--- config.mk ---
export PLATFORM = sky130hd
export DESIGN_NAME = addr_window_xlate
export DESIGN_NICKNAME = d
export VERILOG_FILES = /design/src/rtl/awx_pkg.sv /design/src/rtl/awx_regs.sv /design/src/rtl/awx_mem_win.sv /design/src/rtl/awx_io_win.sv /design/src/rtl/awx_prio.sv /design/src/rtl/addr_window_xlate.sv
export SDC_FILE = /design/constraint.sdc
export NUM_CORES = 1
export LEC_CHECK = 0
export BUFFER_PORTS_ARGS = -buffer_cell sky130_fd_sc_hd__buf_2
export CAP_MARGIN = 15
export CORE_MARGIN = 2
export CORE_UTILIZATION = 40
export CTS_BUF_LIST = sky130_fd_sc_hd__clkbuf_16
export CTS_CLUSTER_SIZE = 8
export DETAILED_ROUTE_END_ITERATION = 12
export PLACE_DENSITY_LB_ADDON = 0.12
export SYNTH_ARGS = -nofsm -noshare
export SYNTH_HDL_FRONTEND = slang
export SYNTH_SLANG_ARGS = --single-unit
--- constraint.sdc ---
create_clock -name clk -period 3.3 [get_ports clk]
set_input_delay 0 -clock clk [delete_from_list [all_inputs] [get_ports clk]]
set_output_delay 0 -clock clk [all_outputs]
set_load 0.02 [all_outputs]
--- src/rtl/awx_pkg.sv ---
package awx_pkg;
    localparam int ADDR_W   = 32;
    localparam int MAP_W    = 16;
    localparam int NUM_WIN  = 3;
    localparam int MEM_WIN  = 2;
    localparam int MIN_LOG2 = 20;
    localparam int MAX_CODE = 11;
    localparam int IO_LOG2  = 24;
    localparam int IDX_W    = $clog2(NUM_WIN);
    localparam int SEL_W    = $clog2(2 * NUM_WIN);

    localparam logic [2:0] CYC_IACK     = 3'd0;
    localparam logic [2:0] CYC_IO       = 3'd1;
    localparam logic [2:0] CYC_MEM      = 3'd3;
    localparam logic [2:0] CYC_CFG      = 3'd5;
    localparam logic [2:0] CYC_MEM_MULT = 3'd6;

    typedef struct packed {
        logic [NUM_WIN-1:0][ADDR_W-1:0] base;
        logic [NUM_WIN-1:0][MAP_W-1:0]  map;
    } awx_regs_t;
endpackage

--- src/rtl/awx_regs.sv ---
module awx_regs
    import awx_pkg::*;
(
    input  logic             clk,
    input  logic             rst_n,
    input  logic             wr_en,
    input  logic [SEL_W-1:0] wr_sel,
    input  logic [ADDR_W-1:0] wr_data,
    output awx_regs_t        regs_q
);
    localparam int K_W = SEL_W - 1;

    awx_regs_t      regs_d;
    logic [K_W-1:0] slot;
    logic           is_map;

    assign slot   = wr_sel[SEL_W-1:1];
    assign is_map = wr_sel[0];

    always_comb begin
        regs_d = regs_q;
        if (wr_en && (int'(slot) < NUM_WIN)) begin
            if (is_map)
                regs_d.map[slot] = wr_data[MAP_W-1:0];
            else
                regs_d.base[slot] = wr_data;
        end
    end

    always_ff @(posedge clk or negedge rst_n) begin
        if (!rst_n)
            regs_q <= '0;
        else
            regs_q <= regs_d;
    end

    assert_write_base0_R2: assert property (@(posedge clk) disable iff (!rst_n)
        (wr_en && wr_sel == '0) |=> (regs_q.base[0] == $past(wr_data)));

    assert_bad_sel_ignored_R2: assert property (@(posedge clk) disable iff (!rst_n)
        (wr_en && int'(wr_sel) >= 2 * NUM_WIN) |=> $stable(regs_q));
endmodule

--- src/rtl/awx_mem_win.sv ---
module awx_mem_win
    import awx_pkg::*;
#(
    parameter int LOG2_MIN  = MIN_LOG2,
    parameter int CODE_MAX  = MAX_CODE
) (
    input  logic              clk,
    input  logic              rst_n,
    input  logic [ADDR_W-1:0] addr,
    input  logic [ADDR_W-1:0] base,
    input  logic [MAP_W-1:0]  map,
    output logic              match,
    output logic [ADDR_W-1:0] xaddr,
    output logic [2:0]        cyc,
    output logic              pf
);
    localparam int SH_W  = $clog2(ADDR_W) + 2;
    localparam int REP_W = ADDR_W - LOG2_MIN;

    logic [3:0]        code;
    logic              legal;
    logic [SH_W-1:0]   shamt;
    logic [ADDR_W-1:0] hi_mask;
    logic [ADDR_W-1:0] repl;
    logic [ADDR_W-1:0] mixed;

    assign code    = base[7:4];
    assign legal   = (int'(code) <= CODE_MAX);
    assign shamt   = SH_W'(LOG2_MIN) + SH_W'(code);
    assign hi_mask = {ADDR_W{1'b1}} << shamt;
    assign repl    = {map[MAP_W-1:MAP_W-REP_W], {LOG2_MIN{1'b0}}};

    always_comb begin
        match = base[0] && legal && (((addr ^ base) & hi_mask) == '0);
        mixed = (repl & hi_mask) | (addr & ~hi_mask);
        if (!map[0])
            mixed[1:0] = 2'b00;
        xaddr = mixed;
        cyc   = map[3:1];
        pf    = base[3];
    end

    assert_illegal_size_R4: assert property (@(posedge clk) disable iff (!rst_n)
        (int'(base[7:4]) > CODE_MAX) |-> !match);

    assert_disabled_R3: assert property (@(posedge clk) disable iff (!rst_n)
        !base[0] |-> !match);
endmodule

--- src/rtl/awx_io_win.sv ---
module awx_io_win
    import awx_pkg::*;
#(
    parameter int LOG2_IO = IO_LOG2
) (
    input  logic              clk,
    input  logic              rst_n,
    input  logic [ADDR_W-1:0] addr,
    input  logic [ADDR_W-1:0] base,
    input  logic [MAP_W-1:0]  map,
    output logic              match,
    output logic [ADDR_W-1:0] xaddr,
    output logic [2:0]        cyc,
    output logic              pf
);
    localparam int TAG_W = ADDR_W - LOG2_IO;

    logic [TAG_W-1:0] tag;

    assign tag = base[MAP_W-1:MAP_W-TAG_W];

    always_comb begin
        match = base[0] && (addr[ADDR_W-1:LOG2_IO] == tag);
        xaddr = {map[MAP_W-1:MAP_W-TAG_W], addr[LOG2_IO-1:0]};
        cyc   = CYC_IO;
        pf    = 1'b0;
    end

    assert_io_low_pass_R8: assert property (@(posedge clk) disable iff (!rst_n)
        match |-> (xaddr[LOG2_IO-1:0] == addr[LOG2_IO-1:0]));
endmodule

--- src/rtl/awx_prio.sv ---
module awx_prio
    import awx_pkg::*;
(
    input  logic                           clk,
    input  logic                           rst_n,
    input  logic [NUM_WIN-1:0]             match,
    input  logic [NUM_WIN-1:0][ADDR_W-1:0] xaddr,
    input  logic [NUM_WIN-1:0][2:0]        cyc,
    input  logic [NUM_WIN-1:0]             pf,
    output logic                           hit,
    output logic [IDX_W-1:0]               idx,
    output logic [ADDR_W-1:0]              addr_o,
    output logic [2:0]                     cyc_o,
    output logic                           pf_o
);
    always_comb begin
        hit    = 1'b0;
        idx    = '0;
        addr_o = '0;
        cyc_o  = '0;
        pf_o   = 1'b0;
        for (int i = NUM_WIN - 1; i >= 0; i--) begin
            if (match[i]) begin
                hit    = 1'b1;
                idx    = IDX_W'(i);
                addr_o = xaddr[i];
                cyc_o  = cyc[i];
                pf_o   = pf[i];
            end
        end
    end

    assert_lowest_wins_R9: assert property (@(posedge clk) disable iff (!rst_n)
        (hit && idx != '0) |-> !match[0]);

    assert_miss_zero_R10: assert property (@(posedge clk) disable iff (!rst_n)
        !hit |-> (addr_o == '0 && cyc_o == '0 && !pf_o && idx == '0));
endmodule

--- src/rtl/addr_window_xlate.sv ---
module addr_window_xlate
    import awx_pkg::*;
(
    input  logic              clk,
    input  logic              rst_n,
    input  logic              wr_en,
    input  logic [2:0]        wr_sel,
    input  logic [31:0]       wr_data,
    input  logic [31:0]       lb_addr,
    output logic              hit,
    output logic [1:0]        win_idx,
    output logic [31:0]       out_addr,
    output logic [2:0]        cyc_type,
    output logic              pref
);
    awx_regs_t                      regs_q;
    logic [NUM_WIN-1:0]             w_match;
    logic [NUM_WIN-1:0][ADDR_W-1:0] w_xaddr;
    logic [NUM_WIN-1:0][2:0]        w_cyc;
    logic [NUM_WIN-1:0]             w_pf;

    awx_regs u_regs (
        .clk     (clk),
        .rst_n   (rst_n),
        .wr_en   (wr_en),
        .wr_sel  (wr_sel),
        .wr_data (wr_data),
        .regs_q  (regs_q)
    );

    for (genvar g = 0; g < NUM_WIN; g++) begin : g_win
        if (g < MEM_WIN) begin : g_mem
            awx_mem_win #(.LOG2_MIN(MIN_LOG2), .CODE_MAX(MAX_CODE)) u_mem (
                .clk   (clk),
                .rst_n (rst_n),
                .addr  (lb_addr),
                .base  (regs_q.base[g]),
                .map   (regs_q.map[g]),
                .match (w_match[g]),
                .xaddr (w_xaddr[g]),
                .cyc   (w_cyc[g]),
                .pf    (w_pf[g])
            );
        end else begin : g_io
            awx_io_win #(.LOG2_IO(IO_LOG2)) u_io (
                .clk   (clk),
                .rst_n (rst_n),
                .addr  (lb_addr),
                .base  (regs_q.base[g]),
                .map   (regs_q.map[g]),
                .match (w_match[g]),
                .xaddr (w_xaddr[g]),
                .cyc   (w_cyc[g]),
                .pf    (w_pf[g])
            );
        end
    end

    awx_prio u_prio (
        .clk    (clk),
        .rst_n  (rst_n),
        .match  (w_match),
        .xaddr  (w_xaddr),
        .cyc    (w_cyc),
        .pf     (w_pf),
        .hit    (hit),
        .idx    (win_idx),
        .addr_o (out_addr),
        .cyc_o  (cyc_type),
        .pf_o   (pref)
    );

    assert_io_type_R8: assert property (@(posedge clk) disable iff (!rst_n)
        (hit && win_idx == 2'd2) |-> (cyc_type == CYC_IO && !pref));

    assert_low_bits_zero_R7: assert property (@(posedge clk) disable iff (!rst_n)
        (hit && win_idx == 2'd0 && !regs_q.map[0][0]) |-> (out_addr[1:0] == 2'b00));

    assert_mid_bits_pass_R5: assert property (@(posedge clk) disable iff (!rst_n)
        (hit && win_idx < 2'd2) |-> (out_addr[MIN_LOG2-1:2] == lb_addr[MIN_LOG2-1:2]));

    assert_no_hit_after_reset_R1: assert property (@(posedge clk) disable iff (!rst_n)
        (regs_q.base[0][0] == 1'b0 && regs_q.base[1][0] == 1'b0 && regs_q.base[2][0] == 1'b0)
        |-> !hit);
endmodule

After elaboration in Yosys (flattened, before gate mapping) --
Index checks and enable logic that the tools add are counted.
Word-level totals: ROM bits 0, latch bits 0, register bits after elaboration 144, memories kept 0, RAM bits 0, output and inout port bits 39
Operators by class: divide/modulo/power cells 0, equality and inequality tests 1, order comparisons 5, mux-type cells 22, shift-type cells 2, bitwise logic cells 13, multipliers 0, reductions and logical operators 11, $add $sub $neg 2
Operators with widths (number):
- $and 32x32->32 | 6
- $mux 32 | 4
- $bwmux 96 | 1
- $demux 32 s2 | 1
- $logic_not 32->1 | 2
- $not 32->32 | 2
- $or 32x32->32 | 2
- $shl 32x7->32 const A | 2
- $xor 32x32->32 | 2
- $bwmux 48 | 1
- $demux 16 s2 | 1
- $mux 16 | 1
- $add 5x4->6 const A | 2
- $mux 2 | 5
- $eq 8x8->1 | 1
- $le 4x4->1 const B | 2
- $logic_and 1x1->1 | 7
- $mux 1 | 6
- $mux 3 | 2
- $reduce_and 2->1 | 2
- $lt 2x3->1 const B | 1
- $ge 2x1->1 const B | 1
- $lt 2x2->1 const B | 1
- $not 1->1 | 1

Logic depth before layout (Yosys ltp) --
depth after elaboration 8, depth in mapped cells 12, gate-level depth less buffers 9

Cells and area by module --
A second synthesis with hierarchy kept.
Second synthesis, totals: cells, all modules 714, area, all modules 8318.0 sq um
Modules (own cells, without submodules):
- awx_regs | area each 5485.3 sq um, cells an instance 309, times used 1
- awx_prio | area each 1059.8 sq um, cells an instance 167, times used 1
- awx_mem_win (g_win[0].g_mem.u_mem) | area each 710.7 sq um, cells an instance 94, times used 1
- awx_mem_win (g_win[1].g_mem.u_mem) | area each 689.4 sq um, cells an instance 94, times used 1
- awx_io_win | area each 372.9 sq um, cells an instance 50, times used 1

Worst setup path after synthesis --
OpenSTA, ideal clock, no wires.
path type register to output, start register u_regs.regs_q[86] (netlist name), end output cyc_type[1], arrival time 2.822 ns, setup slack 0.478 ns, stages on the path, launching flop included 12, buffers on the path 2, cell sequence dfrtp_1 -> inv_1 -> ha_1 -> buf_2 -> or4b_4 -> nor3_1 -> a2111oi_2 -> nand4_2 -> or2_1 -> buf_6 -> nor2_1 -> a22o_1
Between the ends: longest elaborated chain between the ends 7
Ends and longest elaborated chain:
- $add 5x4->6 | RTL line awx_mem_win.sv:29 | assign shamt = SH_W'(LOG2_MIN) + SH_W'(code);
- $shl 32x7->32 | RTL line awx_mem_win.sv:30 | assign hi_mask = {ADDR_W{1'b1}} << shamt;
- $and 32x32->32 | RTL line awx_mem_win.sv:34 | match = base[0] && legal && (((addr ^ base) & hi_mask) == '0);
- $logic_not 32->1 | RTL line awx_mem_win.sv:34
- $logic_and 1x1->1 * | RTL line awx_mem_win.sv:34
- $mux 3 * (2 in series) | RTL line awx_prio.sv:23 | if (match[i]) begin
- end: declaration | RTL line addr_window_xlate.sv:13 | output logic [2:0] cyc_type,
Mark *: on every way between the ends. The rest lies on a longest branch, timed or not.

Final worst setup path --
start register u_regs.regs_q[55] (netlist name), end output out_addr[17]
Between the ends: longest elaborated chain between the ends 6
Ends and longest elaborated chain:
- $add 5x4->6 | RTL line awx_mem_win.sv:29
- $shl 32x7->32 | RTL line awx_mem_win.sv:30
- $and 32x32->32 / $not 32->32 (equally long branches) | RTL line awx_mem_win.sv:34, awx_mem_win.sv:35
- $logic_not 32->1 / $and 32x32->32 (equally long branches) | RTL line awx_mem_win.sv:34, awx_mem_win.sv:35
- $logic_and 1x1->1 / $or 32x32->32 (equally long branches) | RTL line awx_mem_win.sv:34, awx_mem_win.sv:35
- $mux 32 * | RTL line awx_prio.sv:23
- end: declaration | RTL line addr_window_xlate.sv:12 | output logic [31:0] out_addr,
Marked as above.

==> flow_summary.yaml <==
status:
  status: "complete, no violations"
power_and_ir_drop:
  clkPwrFrac_pct: 25.6
  p_int_mw: 2.83
  p_leak_nw: 3.35
  power.density_nw_per_um2: 560
  ir_drop_mv: 0.286
  p_sw_mw: 1.36
  sw_frac_of_total_pct: 32.4
  combPwrFrac_pct: 31.9
  pwr-share-seq_pct: 42.5
worst_hold_path:
  hold_path_class: "input port to flop"
grt:
  antenna_found_initial: 0
  grt_pass1_wl_mm: 26.4
  grt_max_degree: 62
  gr-total-overflow: 0
  grt_usage_pct: 21.6
  grt_pass1_vias: 4662
logic_synthesis:
  synth-xor-area-share_pct: 8.93
  synthAdderAreaFrac_pct: 1.67
  synth_cell_types: 58
  avgSynthCellArea_um2: 11.4
  synth_top_family_by_area: "multiplexers"
  synth_edf_count: 0
  yosys_warnings: 0
  synthMuxAreaShare_pct: 21.3
  ys_seq_area_share_pct: 43.9
  synth_compound_area_share_pct: 9.62
  synthCells: 527
  synth.cell_area_um2: 5990
  ys_async_sr_fraction_pct: 100
  yosys-top-cells-count: "105 x dfrtp_1, 100 x mux2_2, 43 x xnor2_1"
  synth_area_leaders: "dfrtp_1 44%, mux2_2 19%, xnor2_1 6.3%"
  syn-num-nets: 605
  synthSimpleGateAreaFrac_pct: 11.7
  ys_ff_latch: 105
  synth_top_area_share_pct: 43.9
  synth.largest_area_cell: "dfrtp_1"
  ys.flop_type: "dfrtp_1"
  yosysMostFrequentCell: "dfrtp_1"
detailed_routing:
  drt-wirelength-per-cell_um: 19.8
  wirelength_mm: 17.0
  drc: 0
  ant_nets: 0
  drtPass1Iterations: 4
  drt_iter0_drc: 227
  vias: 4590
  vias_per_cell: 5.36
floorplanning:
  die-area_um2: 16000
  rows: 44
  initial_core_util_pct: 41.0
  die_height_um: 126
  core_area_um2: 14600
  io_pins: 109
  fp.dieW_um: 126
layout:
  seqCellArea_um2: 2630
  largest_reg_flops: 105
  area_growth_pct: 24.9
  num_antenna_cells: 0
  fillerInstances: 1343
  regMostFlops: "u_regs.regs_q"
  fin_nets: 746
  drive_gt1_share_pct: 41.5
  multi_input_area_um2: 3250
  fin_area_um2: 7480
  largestRegisters: "u_regs.regs_q x105"
timing:
  fin_ws_ns: 0.123
  slew_headroom_pct: 44.3
  finalMaxSlewViolations: 0
  worstMarginPinSlew_ns: 0.836
  clock_skew_ns: 0
  hold_viol_final: 0
  period_needed_ns: 3.18
  whs_ns: 0.00293
  setup_violations: 0
  max_freq_ghz: 0.315
  period_share_pct: 96.3
setup_path:
  end_kind: "output pin"
  critPathLaunchType: "flop"
  cp.arrival_ns: 3.18
  crit_type: "flop to output pin"
  critical_path_required_ns: 3.30
  critical_path_peak_fanout: 9
placement:
  routabilityCongestion: 0.835
  io_buffers: 108
  hpwl_mm: 12.5
  dp_slack_ns: 0.0614
  postPlaceCellArea_um2: 6770
clocking:
  path_clk_slew_ns: 0.07
  clockBufferDepth: 2
  clock-sinks: 105
  h-tree-depth: 3
  clk_latency_ns: 0.35
  cts_tree: "built"
  cts-root-buf: "clkbuf_16"
  cts_buffers: 9
job:
  cap_violations: 0
==> metal layers <==
| layer | up-vias | wire length, um | global-route usage [%] |
|---|---|---|---|
| met1 | 2319 | 8040 | 30.6 |
| met5 | - | 0 | 0 |
| met3 | 17 | 513 | 2.66 |
| met2 | 90 | 8180 | 34.8 |
| met4 | 0 | 279 | 6.92 |
| li1 | 2164 | - | - |
==> layout by cell type, fill, tap and decap left out, drive strengths merged, types with 3 or more instances in the layout <==
| cell type | instances |
|---|---|
| buf | 133 |
| dfrtp | 105 |
| mux2 | 100 |
| xnor2 | 43 |
| dlygate4sd3 | 29 |
| nand2 | 22 |
| xor2 | 18 |
| nor2 | 17 |
| nor2b | 16 |
| mux2i | 15 |
| a21oi | 15 |
| o21ai | 15 |
| nor3 | 15 |
| and3 | 14 |
| o31a | 12 |
| clkbuf | 9 |
| ha | 8 |
| inv | 7 |
| nand3 | 6 |
| a22o | 6 |
| nand4 | 6 |
| a211oi | 6 |
| nand2b | 5 |
| o21a | 5 |
| a211o | 3 |
| clkinvlp | 3 |
| nor3b | 3 |
| or3b | 3 |
| clkinv | 3 |
| nor4 | 3 |
==> power groups by stage <==
stage / combinational [mW] / sequential (mW) / clock (mW)
finish: 1.33 / 1.78 / 1.07
global route: 1.45 / 1.82 / 1.16
CTS: 1.29 / 1.79 / 1.10
detailed placement: 1.25 / 1.81 / 0
global placement: 1.23 / 1.80 / 0
floorplan: 0.913 / 1.73 / 0
==> kinds of logic (layout without fill, tap and decap cells) <==
| family | count (synthesis) | after routing |
|---|---|---|
| AOI/OAI and AO/OA | 78 | 78 |
| buffers and inverters | 39 | 185 |
| and+or+nand+nor | 121 | 121 |
| xor gates and xnor gates | 61 | 61 |
| muxes | 115 | 115 |
| adders and majority gates | 8 | 8 |
| DFF | 105 | 105 |
==> timing repair <==
action / in CTS / in global routing
pin swaps: 0 / 2
gates cloned: 0 / 0
buffers inserted: 0 / 7
gates resized for setup: 4 / 15
setup endpoints to repair: 37 / 38
hold buffers: 29 / 0
endpoints found under the hold margin: 134 / 0
==> metrics by stage <==
stage	util (%)	cells	power [mW]	setup TNS, ns
3_3_place_gp	46.4	805	3.03	0
3_5_place_dp	46.4	805	3.06	0
5_1_grt	51.3	857	4.43	-0.00603
2_1_floorplan	-	527	2.65	0
6_report	51.3	857	4.19	0
4_1_cts	50.5	850	4.18	-0.0371
==> layout make-up <==
cell class | count | area share, %
multi-input cells | 383 | 43.5
flip-flops and latches | 105 | 35.2
repair buffers | 162 | 13.9
well taps | 184 | 3.08
clock buffers | 9 | 3.01
clock inverters | 7 | 0.954
inverters | 7 | 0.351
==> critical path: stages, from the launching register on <==
cell,delay [ns]
dfrtp_2,0.41
inv_1,0.09
ha_4,0.32
or2_4,0.19
a21oi_2,0.07
a22o_1,0.25
a211o_1,0.30
nor4_4,0.36
buf_6,0.15
or3b_1,0.34
o211a_1,0.17
buf_2,0.17
==> path summary, 6_finish.rpt <==
| path | start | end | slack [ns] | cells past startpoint |
|---|---|---|---|---|
| max in group asynchronous | rst_n | u_regs.regs_q[122] | 2.18 | 3 |
| hold reg to reg | u_regs.regs_q[40] | u_regs.regs_q[40] | 0.50 | 1 |
| hold / removal | wr_data[10] | u_regs.regs_q[26] | 0.003 | 2 |
| setup reg to reg | u_regs.regs_q[84] | u_regs.regs_q[84] | 2.29 | 1 |
| min in group asynchronous | rst_n | u_regs.regs_q[96] | 0.27 | 2 |
| setup / recovery | u_regs.regs_q[55] | out_addr[17] | 0.12 | 11 |
Note: power is estimated with default switching activity, not from simulation.
